`config.mk`:
```
export PLATFORM = sky130hd
export DESIGN_NAME = tsd_scrambler
export DESIGN_NICKNAME = d
export VERILOG_FILES = /design/src/rtl/tsd_pkg.sv /design/src/rtl/tsd_framer.sv /design/src/rtl/tsd_prbs.sv /design/src/rtl/tsd_scrambler.sv
export SDC_FILE = /design/constraint.sdc
export NUM_CORES = 1
export LEC_CHECK = 0
export BUFFER_PORTS_ARGS = -buffer_cell sky130_fd_sc_hd__buf_2
export CORE_ASPECT_RATIO = 1.4
export CORE_MARGIN = 5
export CORE_UTILIZATION = 60
export DETAILED_ROUTE_END_ITERATION = 10
export GPL_TIMING_DRIVEN = 0
export PLACE_DENSITY_LB_ADDON = 0.25
export SYNTH_ARGS = -nofsm -noshare
export SYNTH_HDL_FRONTEND = slang
export SYNTH_SLANG_ARGS = --single-unit
export TNS_END_PERCENT = 5
```
`constraint.sdc`:
```
create_clock -name clk -period 3.5 [get_ports clk]
set_clock_uncertainty 0.15 [all_clocks]
set_input_delay 0.7 -clock clk [delete_from_list [all_inputs] [get_ports clk]]
set_output_delay 0.7 -clock clk [all_outputs]
set_load 0.02 [all_outputs]
```
`src/rtl/tsd_pkg.sv`:
```
package tsd_pkg;

   // Per-cycle classification of the input slot
   typedef enum logic [2:0] {
      SLOT_IDLE     = 3'd0,
      SLOT_SYNC_INV = 3'd1,
      SLOT_SYNC     = 3'd2,
      SLOT_DATA     = 3'd3,
      SLOT_GAP      = 3'd4
   } slot_e;

   localparam int SEQ_STAGES = 15;

   // Seed with stage 1 on bit 0: stages 1,4,6,8 set
   localparam logic [SEQ_STAGES-1:0] SEQ_SEED = 15'h00A9;

endpackage

```
`src/rtl/tsd_framer.sv`:
```
module tsd_framer
   import tsd_pkg::*;
#(
   parameter int PKT_LEN = 188,
   parameter int GAP_LEN = 16,
   parameter int GROUP   = 8
) (
   input  logic  clk,
   input  logic  rst_n,
   input  logic  in_valid,
   input  logic  in_start,
   output slot_e slot
);

   localparam int POS_W = $clog2(PKT_LEN);
   localparam int GAP_W = $clog2(GAP_LEN + 1);
   localparam int GRP_W = $clog2(GROUP);

   generate
      if (PKT_LEN < 2) begin : g_bad_pkt
         $error("tsd_framer: PKT_LEN must be at least 2");
      end
      if (GAP_LEN < 1) begin : g_bad_gap
         $error("tsd_framer: GAP_LEN must be at least 1");
      end
      if (GROUP < 2) begin : g_bad_grp
         $error("tsd_framer: GROUP must be at least 2");
      end
   endgenerate

   logic [POS_W-1:0] pos;
   logic [GAP_W-1:0] gap_cnt;
   logic [GRP_W-1:0] grp;
   logic             in_pkt;

   always_comb begin
      if (gap_cnt != '0)
         slot = SLOT_GAP;
      else if (in_valid && in_start)
         slot = (grp == '0) ? SLOT_SYNC_INV : SLOT_SYNC;
      else if (in_valid && in_pkt)
         slot = SLOT_DATA;
      else
         slot = SLOT_IDLE;
   end

   always_ff @(posedge clk or negedge rst_n) begin
      if (!rst_n) begin
         pos     <= '0;
         gap_cnt <= '0;
         grp     <= '0;
         in_pkt  <= 1'b0;
      end else begin
         unique case (slot)
            SLOT_GAP: gap_cnt <= gap_cnt - GAP_W'(1);
            SLOT_SYNC_INV, SLOT_SYNC: begin
               grp    <= (grp == GRP_W'(GROUP - 1)) ? '0 : grp + GRP_W'(1);
               pos    <= POS_W'(1);
               in_pkt <= 1'b1;
            end
            SLOT_DATA: begin
               if (pos == POS_W'(PKT_LEN - 1)) begin
                  pos     <= '0;
                  in_pkt  <= 1'b0;
                  gap_cnt <= GAP_W'(GAP_LEN);
               end else begin
                  pos <= pos + POS_W'(1);
               end
            end
            default: ;
         endcase
      end
   end

   // A placeholder run never overlaps an open packet
   assert_gap_closed_R8: assert property (@(posedge clk) disable iff (!rst_n)
      (gap_cnt != '0) |-> !in_pkt);

   // Byte position stays inside the packet
   assert_pos_bound_R7: assert property (@(posedge clk) disable iff (!rst_n)
      {1'b0, pos} < (POS_W + 1)'(PKT_LEN));

endmodule

```
`src/rtl/tsd_prbs.sv`:
```
module tsd_prbs
   import tsd_pkg::*;
#(
   parameter int W     = 8,
   parameter int TAP_A = 14,
   parameter int TAP_B = 15
) (
   input  logic         clk,
   input  logic         rst_n,
   input  logic         load,
   input  logic         advance,
   output logic [W-1:0] mask
);

   localparam int N = SEQ_STAGES;

   generate
      if (TAP_B != N || TAP_A >= TAP_B || TAP_A < 1) begin : g_bad_taps
         $error("tsd_prbs: taps must satisfy 1 <= TAP_A < TAP_B == stages");
      end
      if (W < 1) begin : g_bad_w
         $error("tsd_prbs: W must be positive");
      end
   endgenerate

   logic [N-1:0] state;
   logic [N-1:0] chain [0:W];

   assign chain[0] = state;

   // Unrolled W steps; earliest bit lands on the top mask bit
   generate
      for (genvar g = 0; g < W; g++) begin : g_step
         logic fb;
         assign fb           = chain[g][TAP_A-1] ^ chain[g][TAP_B-1];
         assign chain[g+1]   = {chain[g][N-2:0], fb};
         assign mask[W-1-g]  = fb;
      end
   endgenerate

   always_ff @(posedge clk or negedge rst_n) begin
      if (!rst_n)
         state <= SEQ_SEED;
      else if (load)
         state <= SEQ_SEED;
      else if (advance)
         state <= chain[W];
   end

   assert_load_adv_excl_R6: assert property (@(posedge clk) disable iff (!rst_n)
      $onehot0({load, advance}));

   assert_state_live_R4: assert property (@(posedge clk) disable iff (!rst_n)
      state != '0);

endmodule

```
`src/rtl/tsd_scrambler.sv`:
```
module tsd_scrambler
   import tsd_pkg::*;
#(
   parameter int PKT_LEN = 188,
   parameter int GAP_LEN = 16,
   parameter int GROUP   = 8,
   parameter int W       = 8
) (
   input  logic         clk,
   input  logic         rst_n,
   input  logic         in_valid,
   input  logic         in_start,
   input  logic [W-1:0] in_byte,
   output logic         out_valid,
   output logic         out_start,
   output logic         out_gap,
   output logic [W-1:0] out_byte
);

   slot_e        slot;
   logic [W-1:0] mask;
   logic         seq_load;
   logic         seq_step;

   tsd_framer #(
      .PKT_LEN (PKT_LEN),
      .GAP_LEN (GAP_LEN),
      .GROUP   (GROUP)
   ) u_framer (
      .clk      (clk),
      .rst_n    (rst_n),
      .in_valid (in_valid),
      .in_start (in_start),
      .slot     (slot)
   );

   assign seq_load = (slot == SLOT_SYNC_INV);
   assign seq_step = (slot == SLOT_DATA) || (slot == SLOT_SYNC);

   tsd_prbs #(
      .W (W)
   ) u_prbs (
      .clk     (clk),
      .rst_n   (rst_n),
      .load    (seq_load),
      .advance (seq_step),
      .mask    (mask)
   );

   always_ff @(posedge clk or negedge rst_n) begin
      if (!rst_n) begin
         out_valid <= 1'b0;
         out_start <= 1'b0;
         out_gap   <= 1'b0;
         out_byte  <= '0;
      end else begin
         out_valid <= (slot != SLOT_IDLE);
         out_start <= (slot == SLOT_SYNC_INV) || (slot == SLOT_SYNC);
         out_gap   <= (slot == SLOT_GAP);
         unique case (slot)
            SLOT_SYNC_INV: out_byte <= ~in_byte;
            SLOT_SYNC:     out_byte <= in_byte;
            SLOT_DATA:     out_byte <= in_byte ^ mask;
            default:       out_byte <= '0;
         endcase
      end
   end

   assert_gap_zero_R7: assert property (@(posedge clk) disable iff (!rst_n)
      out_gap |-> (out_valid && !out_start && out_byte == '0));

   assert_sync_unmasked_R5: assert property (@(posedge clk) disable iff (!rst_n)
      out_start |-> (out_byte == $past(in_byte) || out_byte == ~$past(in_byte)));

   assert_gap_after_data_R7: assert property (@(posedge clk) disable iff (!rst_n)
      $rose(out_gap) |-> $past(out_valid && !out_start));

   assert_start_valid_R2: assert property (@(posedge clk) disable iff (!rst_n)
      out_start |-> out_valid);

endmodule

```
; ---- Word-level counts from Yosys, hierarchy flattened
; Cells that the tools add are included.
[op_classes]
add_sub_neg = 3
n_eq_ne = 7
n_mux = 14
n_bitwise = 10
reduce_logical = 13
[op_table]
columns = operator, count
row1 = two-way mux 15 bit, 2
row2 = case mux 8 bit (3 select lines), 1
row3 = case mux 8 bit (2 select lines), 1
row4 = case mux 5 bit (2 select lines), 1
row5 = two-way mux 3 bit, 3
row6 = adder 8 x 1 -> 8 bit (second input constant), 1
row7 = == test 8 bit (second input constant), 1
row8 = two-way mux 8 bit, 1
row9 = inverter 8 bit, 1
row10 = bitwise XOR 1 bit, 8
row11 = bitwise XOR 8 bit, 1
row12 = == test 3 x 2 -> 1 bit (second input constant), 2
row13 = == test 3 bit (second input constant), 2
row14 = nonzero test 2 bit, 3
row15 = two-way mux 5 bit, 1
row16 = nonzero test 5 bit, 1
row17 = subtractor 5 x 1 -> 5 bit (second input constant), 1
row18 = two-way mux 2 bit, 2
row19 = AND reduction 2 bit, 2
row20 = adder 3 x 1 -> 3 bit (second input constant), 1
row21 = == test 3 x 1 -> 1 bit (second input constant), 1
row22 = logical NOT 3 bit, 1
row23 = nonzero test 3 bit, 1
row24 = logical AND 1 bit, 2
row25 = other kinds (5), 6
[word_totals]
regBits = 43
out_inout_bits = 11

; ---- Depth between registers and ports, before layout
; Gate-level depths: netlist (run 1).
[depth]
depth_word = 8
ltp_mapped = 8
depth_no_buf = 6

; ---- Hierarchy
; Synthesis (run 1) repeated with hierarchy kept, for this count alone.
[hier_totals]
hier_cells = 230
area_unflattened_um2 = 2302.2
[modules_own_cells]
columns = mod, instances, cells_each, area_per_inst_um2, seq_area_each_um2
row1 = tsd_framer, 1, 95, 935.9, 425.4
row2 = tsd_prbs, 1, 73, 785.8, 380.4
row3 = tsd_scrambler, 1, 62, 580.6, 275.3

; ---- Least setup slack after synthesis (run 1)
; OpenSTA, ideal clock, no wires.
[synth_timing]
path_kind = input port to flip-flop
startpoint = input port in_start
endpoint = register out_byte[3]
setup_time_ps = 74
t_arrival_ps = 1727
path_slack_ps = 1549
stages = 5
path_buffers = 1
cell_sequence = or2_2 -> and4_1 -> buf_4 -> a211o_1 -> o21ai_2
[synth_via]
elab_chain_len = 5
word_cells_on_any_way = 7
cone_classes = eq/ne (3) / mux (3) / reduce/logical (1)
[synth_lines]
columns = element, line_no
row1 = start: declaration, tsd_scrambler.sv:12  ; input logic in_start,
row2 = logical AND 1 bit *, tsd_framer.sv:39  ; else if (in_valid && in_start)
row3 = two-way mux 3 bit *, tsd_framer.sv:39
row4 = two-way mux 3 bit *, tsd_framer.sv:37  ; if (gap_cnt != '0)
row5 = == test 3 x 2 -> 1 bit or == test 3 x 1 -> 1 bit (tied branches), tsd_scrambler.sv:60  ; unique case (slot)
row6 = case mux 8 bit (3 select lines) *, tsd_scrambler.sv:60
row7 = end signal: assignment, tsd_scrambler.sv:61  ; SLOT_SYNC_INV: out_byte <= ~in_byte;
row8 = end signal: assignment, tsd_scrambler.sv:62  ; SLOT_SYNC: out_byte <= in_byte;
row9 = end signal: assignment, tsd_scrambler.sv:63  ; SLOT_DATA: out_byte <= in_byte ^ mask;
row10 = end: declaration, tsd_scrambler.sv:17  ; output logic [W-1:0] out_byte
; Every way passes the cells marked *; elsewhere a longest branch is shown, timed or not.
; A chain may end at the register's enable or synchronous reset.

; ---- Final worst setup path (run 1)
[layout_timing]
startpoint = register u_framer.gap_cnt[0]
endpoint = register u_framer.pos[6]
[layout_via]
elab_chain_len = 5
word_cells_on_any_way = 8
cone_classes = eq/ne (3) / mux (2) / reduce/logical (3)
[layout_lines]
columns = element, line_no
row1 = start: declaration, tsd_framer.sv:32  ; logic [GAP_W-1:0] gap_cnt;
row2 = start signal: assignment, tsd_framer.sv:55  ; SLOT_GAP: gap_cnt <= gap_cnt - GAP_W'(1);
row3 = start signal: assignment, tsd_framer.sv:65  ; gap_cnt <= GAP_W'(GAP_LEN);
row4 = nonzero test 5 bit *, tsd_framer.sv:37
row5 = two-way mux 3 bit *, tsd_framer.sv:37
row6 = == test 3 x 1 -> 1 bit or == test 3 x 2 -> 1 bit (tied branches), tsd_framer.sv:54  ; unique case (slot)
row7 = OR reduction 2 bit, tsd_framer.sv:54
row8 = case mux 8 bit (2 select lines) or nonzero test 2 bit (tied branches), --
row9 = end signal: assignment, tsd_framer.sv:67  ; pos <= pos + POS_W'(1);
row10 = end: declaration, tsd_framer.sv:31  ; logic [POS_W-1:0] pos;
; Marks and branches as above.

==> insert_results.sql, run 1 <==
INSERT INTO impl_metrics (metric_group, metric, value, unit) VALUES
('synthesis', 'synthDominantCellAreaShare', '46.46', '%'),
('timing', 'finalHoldViolations', '0', ''),
('synthesis', 'ys_seq_area_share', '51.46', '%'),
('hold_path', 'min-delay-path-class', 'reg2reg', ''),
('synthesis', 'async_reset_ff_share', '100.0', '%'),
('timing', 'timing.final.setup_violations', '0', ''),
('placement', 'routability_driven_placement_congestion_ratio', '0.8174', ''),
('die', 'placeableCoreArea', '0.003378', 'mm²'),
('die', 'floorplan.io_pins', '23', ''),
('timing', 'setup_total_negative_slack', '0', 'ns'),
('global_route', 'via_count_of_the_first_global_routing_pass', '1768', ''),
('finish', 'syn2layout_area_growth', '11.61', '%'),
('global_route', 'grt_first_pass_wirelength', '7997', 'µm'),
('clock_tree', 'clock_sink_count', '43', ''),
('clock_tree', 'clkLatencyLatePin', '0.30', 'ns'),
('timing', 'timing.hold.ws', '0.3546', 'ns'),
('status', 'result_of_the_run', 'completed', ''),
('critical_path', 'top_family_by_delay_on_critical_path', 'simple AND/OR/NAND/NOR gates', ''),
('detailed_routing', 'dr.first_iter.drc_count', '108', ''),
('timing', 'final.min_clock_period', '2.215', 'ns'),
('timing', 'report.final.slew_viol_count', '0', ''),
('timing', 'fmax', '451.4', 'MHz'),
('die', 'chipWidth', '60.01', 'µm'),
('critical_path', 'cp.buffers_inverters', '3', ''),
('synthesis', 'ys_types', '45', ''),
('detailed_routing', 'routed_via_count', '1662', ''),
('flow_run', 'timing.max_cap.violations', '0', ''),
('detailed_routing', 'avgRoutedWirePerCell', '17.44', 'µm'),
('placement', 'place_hpwl', '3384', 'µm'),
('critical_path', 'startpoint_type', 'register', ''),
('clock_tree', 'max-clock-path-buffers', '2', ''),
('detailed_routing', 'detail_route.vias_per_cell', '6.319', ''),
('synthesis', 'synth_area', '0.002101', 'mm²'),
('die', 'num_rows', '25', ''),
('finish', 'drive_above_1_share', '21.52', '%'),
('critical_path', 'critPathCaptureType', 'register', ''),
('detailed_routing', 'remaining_drc_errors', '0', ''),
('critical_path', 'critPathRequiredTime', '3.55', 'ns'),
('critical_path', 'slowest_delay', '0.41', 'ns'),
('finish', 'finalNetCount', '240', ''),
('synthesis', 'synth_nets', '212', ''),
('timing', 'timing.final.crit_share', '63.30', '%'),
('clock_tree', 'post_cts.repair.setup_buffers', '0', ''),
('synthesis', 'post_synthesis_cells', '194', ''),
('global_route', 'globalRoute.totalOverflow', '0', ''),
('clock_tree', 'root_buffer', 'sky130_fd_sc_hd__clkbuf_8', ''),
('synthesis', 'count_of_flip_flops_with_a_built_in_enable_after_synthesis', '0', ''),
('global_route', 'antenna_found_initial', '0', ''),
('detailed_routing', 'drtAntennaViolNets', '0', ''),
('timing', 'slew_headroom', '37.83', '%'),
('placement', 'detailed_place.area', '0.002256', 'mm²'),
('synthesis', 'yosys-top-cells-area', 'sky130_fd_sc_hd__dfrtp_1, sky130_fd_sc_hd__dfstp_2, sky130_fd_sc_hd__o21ai_0', ''),
('synthesis', 'ys_seq_elements', '43', ''),
('synthesis', 'syn_avg_cell_area', '10.83', 'µm²'),
('placement', 'placement.io_buffers', '21', ''),
('critical_path', 'worstPathMaxFanout', '10', ''),
('critical_path', 'timing_worst_setup_path_type', 'reg2reg', ''),
('finish', 'fin_area', '0.002345', 'mm²'),
('clock_tree', 'cts_repair_resize_count', '0', ''),
('clock_tree', 'htree_num_levels', '2', ''),
('synthesis', 'synth.top_cells.by_count', 'sky130_fd_sc_hd__dfrtp_1, sky130_fd_sc_hd__o21ai_0, sky130_fd_sc_hd__nand2_1', ''),
('timing', 'rsz0062_at_grt', 'no', ''),
('detailed_routing', 'routed_wl', '4588', 'µm'),
('synthesis', 'synth_most_common_cell', 'sky130_fd_sc_hd__dfrtp_1', ''),
('critical_path', 'critical_path.cell_chain', 'inv_1, ha_1, nor4b_4, buf_6, and3_1, buf_2, nand4_1, o31ai_1', ''),
('placement', 'place_ws', '1.220', 'ns'),
('critical_path', 'worst_ep_arrival_time', '2.26', 'ns'),
('clock_tree', 'cts_hold_buffers', '0', ''),
('synthesis', 'synthesis.yosys.warnings', '0', ''),
('clock_tree', 'clk_pin_slew_worst_paths', '0.09', 'ns'),
('timing', 'setup_slack', '1.285', 'ns');
==> tightest hold or removal path: stages, from the launching register on <==
cell and delay (ns):
sky130_fd_sc_hd__dfrtp_1 0.36, sky130_fd_sc_hd__nand2_1 0.05, sky130_fd_sc_hd__o21ai_0 0.06
==> cells by family after synthesis <==
| group | count (synthesis) | share of synthesized area (%) |
|---|---|---|
| buffers and inverters | 23 | 5.360 |
| flip-flops | 43 | 51.46 |
| XOR/XNOR | 9 | 3.752 |
| adder cells (fa/ha/maj) | 6 | 3.573 |
| AO/OA/AOI/OAI | 65 | 22.10 |
| AND/OR/NAND/NOR | 43 | 11.20 |
| multiplexers | 5 | 2.561 |
==> metrics by stage <==
stage	power, W	std cells	utilization [%]
4_1_cts	0.001583	263	69.41
6_report	0.001579	263	69.41
5_1_grt	0.001681	263	69.41
3_5_place_dp	0.001272	255	66.78
2_1_floorplan	0.001109	194	-
3_3_place_gp	0.001229	255	66.78
==> where the power goes <==
group | switching (W) | total, W | internal (W)
Combinational | 0.000288 | 0.000496 | 0.000208
Clock | 0.000177 | 0.000316 | 0.000139
Sequential | 0.000113 | 0.000767 | 0.000654
==> layer usage <==
metal  routed length [µm]  global-route usage [%]
met4                  138                   11.09
met2                 2378                   35.28
met3                  226                   4.854
met1                 1844                   27.20
met5                    0                       0
==> layout make-up <==
class / instances / area (µm²)
multi-input cells: 128 / 907.1
plain buffers: 10 / 63.81
clock buffers: 5 / 68.82
clock inverters: 3 / 20.02
repair buffers: 21 / 105.1
well taps: 40 / 50.05
fillers: 266 / 1033
flip-flops and latches: 43 / 1081
inverters: 13 / 48.80
==> worst paths after layout <==
kind                                                      start  slack, ns  depth (start not counted)                           to
worst min-delay path                u_prbs.state[2]$_DFFE_PN0P_       0.35                          2  u_prbs.state[2]$_DFFE_PN0P_
worst min register to register      u_prbs.state[2]$_DFFE_PN0P_       0.35                          2  u_prbs.state[2]$_DFFE_PN0P_
worst max-delay path            u_framer.gap_cnt[0]$_DFFE_PN0P_       1.28                          8  u_framer.pos[6]$_DFFE_PN0P_
worst max register to register  u_framer.gap_cnt[0]$_DFFE_PN0P_       1.28                          8  u_framer.pos[6]$_DFFE_PN0P_
max in group asynchronous                                 rst_n       2.23                          1  u_prbs.state[6]$_DFFE_PN0P_
min in group asynchronous                                 rst_n       0.39                          1  u_framer.pos[5]$_DFFE_PN0P_
==> placed cells by master, fill, tap and decap left out, types with 5 or more instances in the layout <==
master / Yosys / final
sky130_fd_sc_hd__nand2_1: 14 / 14
sky130_fd_sc_hd__a211o_1: 8 / 8
sky130_fd_sc_hd__nand3_1: 6 / 6
sky130_fd_sc_hd__a22o_1: 7 / 7
sky130_fd_sc_hd__inv_1: 13 / 13
sky130_fd_sc_hd__nor2_1: 6 / 6
sky130_fd_sc_hd__clkbuf_8: 0 / 5
sky130_fd_sc_hd__a21oi_1: 7 / 7
sky130_fd_sc_hd__dfrtp_1: 39 / 39
sky130_fd_sc_hd__buf_2: 3 / 24
sky130_fd_sc_hd__o31ai_1: 5 / 5
sky130_fd_sc_hd__o21ai_0: 17 / 17
sky130_fd_sc_hd__xnor2_1: 9 / 9
sky130_fd_sc_hd__ha_1: 6 / 6
==> sequential cells by signal, indices dropped and copies added (netlist names) <==
name,flops
out_byte,8
out_gap,1
out_start,1
out_valid,1
u_framer.gap_cnt,5
u_framer.grp,3
u_framer.in_pkt,1
u_framer.pos,8
u_prbs.state,15
Note: power is estimated with default switching activity, not from simulation.
==> inputs of run 2 (changes only) <==
--- a/config.mk
+++ b/config.mk
@@ -8,7 +8,7 @@
 export BUFFER_PORTS_ARGS = -buffer_cell sky130_fd_sc_hd__buf_2
 export CORE_ASPECT_RATIO = 1.4
 export CORE_MARGIN = 5
-export CORE_UTILIZATION = 60
+export CORE_UTILIZATION = 57
 export DETAILED_ROUTE_END_ITERATION = 10
 export GPL_TIMING_DRIVEN = 0
 export PLACE_DENSITY_LB_ADDON = 0.25
==> constraint.sdc (replaced) <==
create_clock -name clk -period 2.2 [get_ports clk]
set_clock_uncertainty 0.15 [all_clocks]
set_input_delay 0.44 -clock clk [delete_from_list [all_inputs] [get_ports clk]]
set_output_delay 0.44 -clock clk [all_outputs]
set_load 0.02 [all_outputs]
==> run 2 against run 1 <==
Non-clock buffer count grew 5. Final area is 2.0% higher. Sequential cell count unchanged. Setup slack worse by 1.2 ns. Count of clock-buffer cells in the layout increased by 1. Total power rose by 59%. Largest cell class unchanged. Worst hold slack lost 0.24 ns. Core utilization down 3.2 points. Global-route usage shrank 2.3 points. Register-to-register slack worse by 1.2 ns. Clock power up 57%. Via count decreased by 1.0%.
==> insert_results.sql, run 2 (synthesis results as in run 1) <==
INSERT INTO impl_metrics (metric_group, metric, value, unit) VALUES
('timing', 'fmax', '472.3', 'MHz'),
('timing', 'worstMarginPinSlew', '0.9197', 'ns'),
('flow_run', 'timing.max_cap.violations', '0', ''),
('placement', 'dp.cells', '257', ''),
('power', 'p_total', '0.002518', 'W'),
('clock_tree', 'clkLatencyLatePin', '0.30', 'ns'),
('finish', 'stdcell_count', '270', ''),
('timing', 'timing.final.crit_share', '96.25', '%'),
('critical_path', 'critPathRequiredTime', '2.24', 'ns'),
('detailed_routing', 'detail_route.vias_per_cell', '6.093', ''),
('detailed_routing', 'routed_via_count', '1645', ''),
('finish', 'largest_registers', 'u_prbs.state: 15 flops, out_byte: 8 flops, u_framer.pos: 8 flops', ''),
('timing', 'final.min_clock_period', '2.117', 'ns'),
('clock_tree', 'clock_sink_count', '43', ''),
('clock_tree', 'max-clock-path-buffers', '2', ''),
('global_route', 'via_count_of_the_first_global_routing_pass', '1633', ''),
('detailed_routing', 'met3_length', '140', 'µm'),
('timing', 'report.final.slew_viol_count', '0', ''),
('finish', 'seq_area', '0.001081', 'mm²'),
('die', 'floorplan.io_pins', '23', ''),
('placement', 'routability_driven_placement_congestion_ratio', '0.8579', ''),
('power', 'cellPowerDensity', '1053', 'mW/mm²'),
('placement', 'placement.io_buffers', '21', ''),
('clock_tree', 'clock_buffer_count_from_cts', '5', ''),
('placement', 'place_hpwl', '3235', 'µm'),
('critical_path', 'critPathCaptureType', 'register', ''),
('die', 'die_footprint', '0.005017', 'mm²'),
('die', 'die_height', '81.83', 'µm'),
('clock_tree', 'clk_pin_slew_worst_paths', '0.09', 'ns'),
('placement', 'detailed_place.area', '0.002258', 'mm²'),
('detailed_routing', 'wirelength_met1', '1770', 'µm'),
('timing', 'rsz0062_at_grt', 'yes', ''),
('finish', 'layout.cells.most_common', 'sky130_fd_sc_hd__dfrtp_1', ''),
('critical_path', 'slowest_delay', '0.42', 'ns'),
('critical_path', 'timing_worst_setup_path_type', 'reg2reg', ''),
('detailed_routing', 'avgRoutedWirePerCell', '17.05', 'µm'),
('critical_path', 'worst_ep_arrival_time', '2.15', 'ns'),
('timing', 'finalHoldViolations', '0', ''),
('finish', 'multiInputGateArea', '910.9', 'µm²'),
('clock_tree', 'root_buffer', 'sky130_fd_sc_hd__clkbuf_8', ''),
('finish', 'syn2layout_area_growth', '13.82', '%'),
('finish', 'layout.cells.most_common_list', 'sky130_fd_sc_hd__dfrtp_1, sky130_fd_sc_hd__buf_2, sky130_fd_sc_hd__o21ai_0, sky130_fd_sc_hd__nand2_1, sky130_fd_sc_hd__inv_1', ''),
('detailed_routing', 'routed_wl', '4603', 'µm'),
('status', 'result_of_the_run', 'completed', ''),
('global_route', 'pin_count_of_the_biggest_net_entering_global_routing', '44', ''),
('finish', 'largest_reg_flops', '15', ''),
('detailed_routing', 'total_met2_wirelength_after_detailed_routing', '2616', 'µm'),
('timing', 'setup_total_negative_slack', '0', 'ns'),
('timing', 'timing.final.setup_violations', '0', ''),
('detailed_routing', 'highest-signal-layer', 'met4', ''),
('detailed_routing', 'drtAntennaViolNets', '0', ''),
('finish', 'fill_cell_total_of_the_finished_layout', '274', ''),
('die', 'chipWidth', '61.31', 'µm'),
('critical_path', 'worst_path_most_repeated_cell', 'sky130_fd_sc_hd__buf_6', ''),
('critical_path', 'startpoint_type', 'register', ''),
('finish', 'finalNetCount', '245', ''),
('finish', 'num_antenna_cells', '0', ''),
('hold_path', 'min-delay-path-class', 'in2async', ''),
('critical_path', 'critical_path.cell_chain', 'inv_1, ha_1, nor4b_4, buf_6, o2111ai_4, buf_6, o31ai_1, nand2_1', ''),
('die', 'num_rows', '26', ''),
('global_route', 'antenna_found_initial', '0', ''),
('timing', 'slew_headroom', '38.68', '%'),
('finish', 'layout.core_utilization', '66.22', '%'),
('critical_path', 'cp_slowest_cell', 'sky130_fd_sc_hd__dfrtp_1', ''),
('critical_path', 'worstPathMaxFanout', '5', ''),
('global_route', 'groute.usage.overall', '19.67', '%'),
('power', 'static-leakage-power', '1.102', 'nW'),
('clock_tree', 'cts_tree', 'yes', ''),
('detailed_routing', 'drt_first_pass_iters', '4', ''),
('clock_tree', 'htree_num_levels', '2', ''),
('detailed_routing', 'dr.first_iter.drc_count', '90', ''),
('finish', 'fin_area', '0.002391', 'mm²'),
('detailed_routing', 'remaining_drc_errors', '0', ''),
('finish', 'largest-register', 'u_prbs.state', ''),
('global_route', 'grt_first_pass_wirelength', '7396', 'µm'),
('power', 'vdd_drop_max', '0.8410', 'mV'),
('die', 'placeableCoreArea', '0.003611', 'mm²'),
('die', 'start_util', '58.18', '%'),
('global_route', 'globalRoute.totalOverflow', '0', ''),
('finish', 'drive_above_1_share', '24.12', '%');
==> run 2: changes by cell type in the layout (fill, tap and decap cells not counted), sizes merged <==
cell	before	now
buf	28	34
clkinvlp	2	1
==> run 2: worst max-delay path, delay by kind of cell, from the launching register on <==
kind	cells	cell delay, ns
buffers and inverters	3	0.45
AOI/OAI and AO/OA	2	0.44
DFF	1	0.42
and+or+nand+nor	2	0.37
adders and majority gates	1	0.20
==> run 2: report_power, final <==
group	total, W	switching [W]	internal (W)	leakage, nW
registers	0.00123	0.000185	0.00104	0.541
clock network	0.000497	0.000275	0.000222	0.0412
logic	0.000795	0.000456	0.000339	0.519
==> run 2: routing by layer <==
metal / global-route usage, % / vias up
li1: - / 777
met1: 20.98 / 834
met2: 37.29 / 25
met3: 3.145 / 9
met4: 7.158 / 0
met5: 0 / -
==> run 2: layout make-up <==
type	instances	share of cell area (%)
tap	42	2.198
buffer	10	3.140
clock buffer	6	3.035
inverter	13	2.041
sequential	43	45.21
multi-input combinational	128	38.10
clock inverter	2	0.5233
timing repair buffer	26	5.756
==> run 2: worst paths after layout <==
check	startpoint	to	slack, ns	cells past startpoint
min reg2reg	u_prbs.state[0]$_DFFE_PN1P_	u_prbs.state[0]$_DFFE_PN1P_	0.36	2
max reg2reg	u_framer.gap_cnt[0]$_DFFE_PN0P_	u_framer.in_pkt$_DFFE_PN0P_	0.08	8
min	rst_n	out_start$_DFF_PN0_	0.11	1
min in group clk	in_byte[1]	out_byte[1]$_DFF_PN0_	0.26	3
max in group asynchronous	rst_n	u_framer.pos[2]$_DFFE_PN0P_	1.20	1
max	u_framer.gap_cnt[0]$_DFFE_PN0P_	u_framer.in_pkt$_DFFE_PN0P_	0.08	8
==> run 2: metrics by stage <==
stage | setup slack (ns) | hold slack [ns]
finish | 0.08260 | 0.1145
global route | -0.04854 | 0.1971
CTS | 0.01454 | 0.1611
detailed placement | 0.03054 | 0.3393
global placement | 0.1146 | 0.3167
floorplan | 0.2776 | -0.005591
==> run 2: timing repair <==
item	CTS	global route
endpoints found under the setup margin	1	17
hold buffers	0	0
pin swaps	0	1
resized for setup	1	9
endpoints found under the hold margin	0	0
setup buffers	0	3
gates cloned	0	2
